### config.mk
export PLATFORM = sky130hd
export DESIGN_NAME = ewarn_irq_filter
export DESIGN_NICKNAME = d
export VERILOG_FILES = /design/src/rtl/ewf_pkg.sv /design/src/rtl/ewf_tick_gen.sv /design/src/rtl/ewf_sync.sv /design/src/rtl/ewf_confirm.sv /design/src/rtl/ewarn_irq_filter.sv
export SDC_FILE = /design/constraint.sdc
export NUM_CORES = 1
export LEC_CHECK = 0
export ABC_CLOCK_PERIOD_IN_PS = 4650
export BUFFER_PORTS_ARGS = -buffer_cell sky130_fd_sc_hd__buf_2
export CORE_AREA = 2 2 45 47
export DETAILED_ROUTE_END_ITERATION = 12
export DIE_AREA = 0 0 47 49
export PLACE_DENSITY = 0.78
export SLEW_MARGIN = 20
export SYNTH_ARGS = -nofsm -noshare
export SYNTH_HDL_FRONTEND = slang
export SYNTH_SLANG_ARGS = --single-unit
### constraint.sdc
create_clock -name clk -period 4.65 [get_ports clk]
set_input_delay 0.6975 -clock clk [delete_from_list [all_inputs] [get_ports clk]]
set_output_delay 0.6975 -clock clk [all_outputs]
set_load 0.01 [all_outputs]
### src/rtl/ewf_pkg.sv
package ewf_pkg;

    typedef enum logic [1:0] {
        FLT_CLEAR  = 2'd0,
        FLT_ARMING = 2'd1,
        FLT_ALERT  = 2'd2
    } flt_state_e;

endpackage

### src/rtl/ewf_tick_gen.sv
module ewf_tick_gen #(
    parameter int DIV = 3300
) (
    input  logic clk,
    input  logic rst_n,
    output logic tick_o
);
    localparam int W = (DIV > 1) ? $clog2(DIV) : 1;
    localparam logic [W-1:0] LAST = W'(DIV - 1);

    typedef struct packed {
        logic [W-1:0] cnt;
    } tick_regs_t;

    tick_regs_t cur_q, nxt_d;

    assign tick_o = (cur_q.cnt == LAST);

    always_comb begin
        nxt_d = cur_q;
        if (tick_o) nxt_d.cnt = '0;
        else        nxt_d.cnt = cur_q.cnt + W'(1);
    end

    always_ff @(posedge clk or negedge rst_n) begin
        if (!rst_n) cur_q <= '0;
        else        cur_q <= nxt_d;
    end

    assert_cnt_range_R2: assert property (@(posedge clk) disable iff (!rst_n)
        cur_q.cnt <= LAST);

    generate
        if (DIV > 1) begin : g_pulse
            assert_tick_single_R2: assert property (@(posedge clk) disable iff (!rst_n)
                tick_o |=> !tick_o);
        end
    endgenerate

endmodule

### src/rtl/ewf_sync.sv
module ewf_sync #(
    parameter int STAGES = 2
) (
    input  logic clk,
    input  logic rst_n,
    input  logic async_i,
    output logic sync_o
);
    typedef struct packed {
        logic [STAGES-1:0] chain;
    } sync_regs_t;

    sync_regs_t cur_q, nxt_d;

    generate
        if (STAGES > 1) begin : g_multi
            always_comb begin
                nxt_d = cur_q;
                nxt_d.chain = {cur_q.chain[STAGES-2:0], async_i};
            end
        end else begin : g_single
            always_comb begin
                nxt_d = cur_q;
                nxt_d.chain = async_i;
            end
        end
    endgenerate

    always_ff @(posedge clk or negedge rst_n) begin
        if (!rst_n) cur_q <= '0;
        else        cur_q <= nxt_d;
    end

    assign sync_o = cur_q.chain[STAGES-1];

    assert_sync_delay_R3: assert property (@(posedge clk) disable iff (!rst_n)
        $rose(cur_q.chain[0]) |=> cur_q.chain[(STAGES > 1) ? 1 : 0]);

endmodule

### src/rtl/ewf_confirm.sv
module ewf_confirm
    import ewf_pkg::*;
#(
    parameter int CONFIRM = 3
) (
    input  logic clk,
    input  logic rst_n,
    input  logic tick_i,
    input  logic below_i,
    input  logic supply_ok_i,
    output logic irq_n_o
);
    localparam int CW = $clog2(CONFIRM + 1);
    localparam logic [CW-1:0] FULL = CW'(CONFIRM);
    localparam logic [CW-1:0] PRE  = CW'(CONFIRM - 1);

    typedef struct packed {
        flt_state_e     st;
        logic [CW-1:0]  cnt;
        logic           irq_n;
    } flt_regs_t;

    localparam flt_regs_t IDLE = '{st: FLT_CLEAR, cnt: '0, irq_n: 1'b1};

    flt_regs_t cur_q, nxt_d;

    always_comb begin
        nxt_d = cur_q;
        if (tick_i) begin
            if (!below_i) begin
                nxt_d = IDLE;
            end else if (cur_q.st == FLT_ALERT) begin
                nxt_d.cnt = FULL;
            end else if (!supply_ok_i) begin
                nxt_d = IDLE;
            end else if (cur_q.cnt == PRE) begin
                nxt_d.st    = FLT_ALERT;
                nxt_d.cnt   = FULL;
                nxt_d.irq_n = 1'b0;
            end else begin
                nxt_d.st  = FLT_ARMING;
                nxt_d.cnt = cur_q.cnt + CW'(1);
            end
        end
    end

    always_ff @(posedge clk or negedge rst_n) begin
        if (!rst_n) cur_q <= IDLE;
        else        cur_q <= nxt_d;
    end

    assign irq_n_o = cur_q.irq_n;

    assert_fall_after_run_R4: assert property (@(posedge clk) disable iff (!rst_n)
        $fell(cur_q.irq_n) |-> $past(tick_i && below_i && supply_ok_i && cur_q.cnt == PRE));

    assert_clean_sample_clears_R5: assert property (@(posedge clk) disable iff (!rst_n)
        (tick_i && !below_i) |=> (cur_q.cnt == '0 && cur_q.irq_n));

    assert_supply_gate_R6: assert property (@(posedge clk) disable iff (!rst_n)
        (tick_i && !supply_ok_i && cur_q.irq_n) |=> (cur_q.irq_n && cur_q.cnt == '0));

    assert_release_on_clean_R7: assert property (@(posedge clk) disable iff (!rst_n)
        $rose(cur_q.irq_n) |-> $past(tick_i && !below_i));

    assert_quiet_between_R8: assert property (@(posedge clk) disable iff (!rst_n)
        !tick_i |=> ($stable(cur_q.irq_n) && $stable(cur_q.cnt)));

    assert_cnt_bound_R9: assert property (@(posedge clk) disable iff (!rst_n)
        cur_q.cnt <= FULL);

endmodule

### src/rtl/ewarn_irq_filter.sv
module ewarn_irq_filter #(
    parameter int CLK_DIV         = 3300,
    parameter int SYNC_STAGES     = 2,
    parameter int CONFIRM_SAMPLES = 3
) (
    input  logic clk,
    input  logic rst_n,
    input  logic below_trip_i,
    input  logic supply_good_i,
    output logic warn_irq_n_o
);
    logic sample_tick;
    logic below_sync;

    ewf_tick_gen #(.DIV(CLK_DIV)) u_tick (
        .clk    (clk),
        .rst_n  (rst_n),
        .tick_o (sample_tick)
    );

    ewf_sync #(.STAGES(SYNC_STAGES)) u_sync (
        .clk     (clk),
        .rst_n   (rst_n),
        .async_i (below_trip_i),
        .sync_o  (below_sync)
    );

    ewf_confirm #(.CONFIRM(CONFIRM_SAMPLES)) u_confirm (
        .clk         (clk),
        .rst_n       (rst_n),
        .tick_i      (sample_tick),
        .below_i     (below_sync),
        .supply_ok_i (supply_good_i),
        .irq_n_o     (warn_irq_n_o)
    );

    assert_change_on_tick_R2: assert property (@(posedge clk) disable iff (!rst_n)
        !$stable(warn_irq_n_o) |-> $past(sample_tick));

endmodule

; ---- After elaboration in Yosys (flattened, before gate mapping)
; Index checks and enable logic that the tools add are counted.
[totals]
reg_bits = 19
wordCells = 22
out_inout_bits = 1
[classes]
n_eq_ne = 5
muxes = 8
n_addsub = 2
reduce_logical = 2
[op_table]
columns = cell, n
row1 = $add 12x1->12 const B, 1
row2 = $eq 12x12->1 const B, 1
row3 = $mux 12, 1
row4 = $mux 5, 2
row5 = $eq 2x2->1 const B, 2
row6 = $mux 2, 2
row7 = $mux 4, 1
row8 = $ne 3x2->1 const B, 1
row9 = $reduce_and 3->1, 1
row10 = $add 2x1->2 const B, 1
row11 = $mux 1, 2
row12 = $ne 2x2->1 const B, 1
row13 = $reduce_and 2->1, 1

; ---- Logic depth before layout (Yosys ltp)
[logic_depth]
depth_word = 5
mapped_depth = 6

; ---- Modules after synthesis
; A second synthesis with hierarchy kept.
[unflattened]
cells_unflattened = 79
area_unflattened_um2 = 862.1
[by_module_without_submodules]
columns = mod, instances, cells_each, area_each_um2
row1 = ewf_tick_gen, 1, 54, 568.0
row2 = ewf_confirm, 1, 23, 244.0
row3 = ewf_sync, 1, 2, 50.0

; ---- Worst setup path before layout
; Ideal clock, no wire load.
[synth_path]
path_type = reg2reg
from = register u_tick.cur_q[0] (netlist bit)
to = register u_confirm.cur_q[3] (netlist bit)
path_stages_with_launch = 5
arrival_ns = 1.412
setup_slack_ns = 3.113
setup_ns = 0.125
period_less_slack_ns = 1.537
path_cell_list = dfrtp_1 -> ha_1 -> nand4_1 -> nor3_4 -> mux2_2
[synth_between]
elab_chain_cells = 2
[synth_lines]
columns = element, line_no
row1 = "start, declared", ewf_tick_gen.sv:15  ; tick_regs_t cur_q, nxt_d;
row2 = "start signal, assigned", ewf_tick_gen.sv:27  ; else cur_q <= nxt_d;
row3 = $eq 12x12->1, ewf_tick_gen.sv:17  ; assign tick_o = (cur_q.cnt == LAST);
row4 = $reduce_and 2->1 (no source line), -
row5 = "end signal, assigned", ewf_confirm.sv:49  ; else cur_q <= nxt_d;
row6 = "end, declared", ewf_confirm.sv:25  ; flt_regs_t cur_q, nxt_d;
; Every way passes these cells.
; A chain may end at the register's enable or synchronous reset.

; ---- Worst setup path in the final report
; Same ends and word-level chain as after synthesis.

==> flow_summary.toml <==
[place]
portBuffers = 4
gp_routability_congestion = 0.854
dpl.hpwl_um = 930
worst_setup_timing_slack_at_the_placement_stage_ps = 2730

[clock_tree]
cts_repair_resize_count = 0
clock_pin_transition_on_the_worst_setup_and_hold_timing_paths_ps = 100
clock_path_buffers = 2
cts_inserted_buffers = 3
clock_sinks = 19
clkLatencyLatePin_ps = 290
postCtsHoldBufs = 0
cts.htree.levels = 1
post-cts-setup-buffers = 0
cts_tree = "yes"
root_buffer = "clkbuf_4"

[sta]
timing.clock.skew_ps = 4.25
max_slew.worst_pin.slew_ps = 578
finalSetupViolCount = 0
final.period_utilization_pct = 41.2
hold_viol = 0
rsz_0062_raised_after_global_routing = "false"
slew_headroom_pct = 61.3
setup_ws_ps = 2730
timing.fmax_mhz = 522
totalNegativeSetupSlack_ps = 0
slew_violations = 0
clock_period_minus_final_worst_setup_slack_ps = 1920
hold_slack_ps = 313

[worst_setup_path]
setup.reg_to_reg.worst_slack_ps = 2730
r2r_end = "u_confirm.cur_q[3]"
reg2reg_from = "u_tick.cur_q[0]"
worst_setup_path_start_kind = "flip-flop"
critPathCaptureType = "flip-flop"
cp_data_required_time_ps = 4840
cp_max_fo = 16
critical_path_arrival_ps = 2100
crit_type = "flip-flop to flip-flop"
ff2ff_path_depth = 4

[synth]
ys_seq_area_share_pct = 54.7
synth_area_leader_cell = "dfrtp_1"
synth.most_common_cell = "dfrtp_1"
cell_variety_after_synth = 30
synth_seq_cells = 19
postSynthAreaPerCell_um2 = 11.0
syn-num-nets = 85
gate_count_after_technology_mapping = 79
synth.yosys.warnings = 0
synth.top_cells.by_area = "dfrtp_1 (52%), xnor2_1 (5.0%), nor2_1 (3.4%)"
synth_area_um2 = 872
synth-async-reset-ratio_pct = 100
synth_commonest_cells = "dfrtp_1 (18), nor2_1 (8), nand2_1 (6), xnor2_1 (5)"
synth_ff_type = "dfrtp_1"
count_of_flip_flops_with_a_built_in_enable_after_synthesis = 0
post-synth-top-area-fraction_pct = 51.6

[die]
core_region_area_mm2 = 0.00184
floorplan.initialDensity_pct = 47.4
top_level_port_count = 5
fp-row-count = 16
dieArea_mm2 = 0.00230
floorplan.die.height_um = 49
die_x_um = 47

[power]
internal_power_mw = 0.201
combinationalPowerShare_pct = 2.6
switching_share_pct = 20.8
netSwitchingPower_mw = 0.0529
power.share.sequential_pct = 65.5
report.power.total_mw = 0.254
worst_ir_drop_vdd_mv = 0.197
power_frac_clock_pct = 31.9
power.static_leakage_nw = 0.434
power-per-cell-area_mw_per_mm2 = 270

[grt]
grt_antenna_before_repair = 0
first_pass_grt_wire_length_um = 2330
via_count_of_the_first_global_routing_pass = 591
overflow = 0
gr-usage-all-layers_pct = 13.9
largest_net_degree_at_the_start_of_global_routing = 20

[min_path]
holdCritPathClass = "primary input to asynchronous set/reset pin"

[route]
remaining_drc_errors = 0
detailedRoute.firstPassIterationCount = 4
routed_wl_um = 1260
first_iter_violations = 9
via_per_inst = 5.06
route.vias.total = 572
drt-wirelength-per-cell_um = 11.2
drt.antenna.violating_nets = 0

[final_layout]
fraction_of_layout_cells_with_a_size_suffix_above_1_pct = 16.3
finish.utilization_pct = 51.1
final_nets = 93
area_delta_synth_final_pct = 7.89
diodes = 0
filler_cell_count = 177

[run]
max-cap-violations = 0

[status]
run_status = "completed"
==> power groups by stage <==
stage / combinational, mW / sequential, mW / clock (mW)
6_report: 0.00651 / 0.166 / 0.0812
5_1_grt: 0.00769 / 0.167 / 0.0931
4_1_cts: 0.00696 / 0.167 / 0.0869
3_5_place_dp: 0.00686 / 0.170 / 0
3_3_place_gp: 0.00663 / 0.170 / 0
2_1_floorplan: 0.00203 / 0.170 / 0
==> worst max-delay path: stages (launching register included) <==
cell and delay, ps:
dfrtp_1 400, ha_1 230, nand4_1 200, nor3_4 570, mux2_2 400
==> cells in the final DEF, fill, tap and decap left out, types with 2 or more instances in the layout <==
cell	instances
nand3_1	4
xor2_1	2
buf_2	4
nand4_1	2
a31oi_1	2
nor2_1	8
ha_1	2
clkbuf_4	3
xnor2_1	5
nand2_1	6
o21ai_0	2
inv_1	2
dfrtp_1	18
and2_1	2
nor3_1	4
or3_1	2
a21oi_2	2
a21oi_1	2
==> metal layers <==
layer	share of wire, %	vias up	GRT usage (%)	routed length (um)
met1	43	274	16.0	546
met2	52	8	22.8	658
met3	3.7	3	5.56	47
met4	0.87	0	4.17	11
li1	-	287	-	-
met5	0	-	0	0
==> layout make-up <==
type | count | area (um2) | share of cell area [%]
Clock buffer | 4 | 26.3 | 2.79
Inverter | 2 | 7.51 | 0.798
Multi-Input combinational cell | 57 | 377 | 40.0
Sequential cell | 19 | 477 | 50.7
Tap cell | 27 | 33.8 | 3.59
Timing Repair Buffer | 4 | 20.0 | 2.13
==> through the flow <==
stage	cells	instance area, um2
2_1_floorplan	79	872
3_3_place_gp	109	915
5_1_grt	113	941
3_5_place_dp	109	915
6_report	113	941
4_1_cts	113	941
==> how the worst max path moves through the flow <==
stage                    startpoint  slack (ps)  cells past startpoint                 end
global placement    u_tick.cur_q[0]        2800                      4  u_confirm.cur_q[3]
CTS                 u_tick.cur_q[0]        2690                      4  u_confirm.cur_q[3]
detailed placement  u_tick.cur_q[0]        2730                      4  u_confirm.cur_q[3]
global route        u_tick.cur_q[0]        2570                      4  u_confirm.cur_q[3]
finish              u_tick.cur_q[0]        2730                      4  u_confirm.cur_q[3]
floorplan           u_tick.cur_q[0]        3110                      4  u_confirm.cur_q[3]
==> registers in the layout, summed over array words and instances, names as in the netlist <==
signal / flops
u_confirm.cur_q: 4
u_confirm.irq_n_o: 1
u_sync.cur_q: 2
u_tick.cur_q: 12
==> logic make-up (layout without fill, tap and decap cells) <==
kind of cell,count (synthesis),count (layout),share of synthesized area (%)
XOR/XNOR,7,7,7.03
AND/OR/NAND/NOR,34,34,21.7
flip-flops,19,19,54.7
adder cells (fa/ha/maj),2,2,2.87
multiplexers,2,2,2.44
buffers and inverters,3,10,2.15
AO/OA/AOI/OAI,12,12,9.18
No activity file was read; power rests on OpenSTA's default activity.
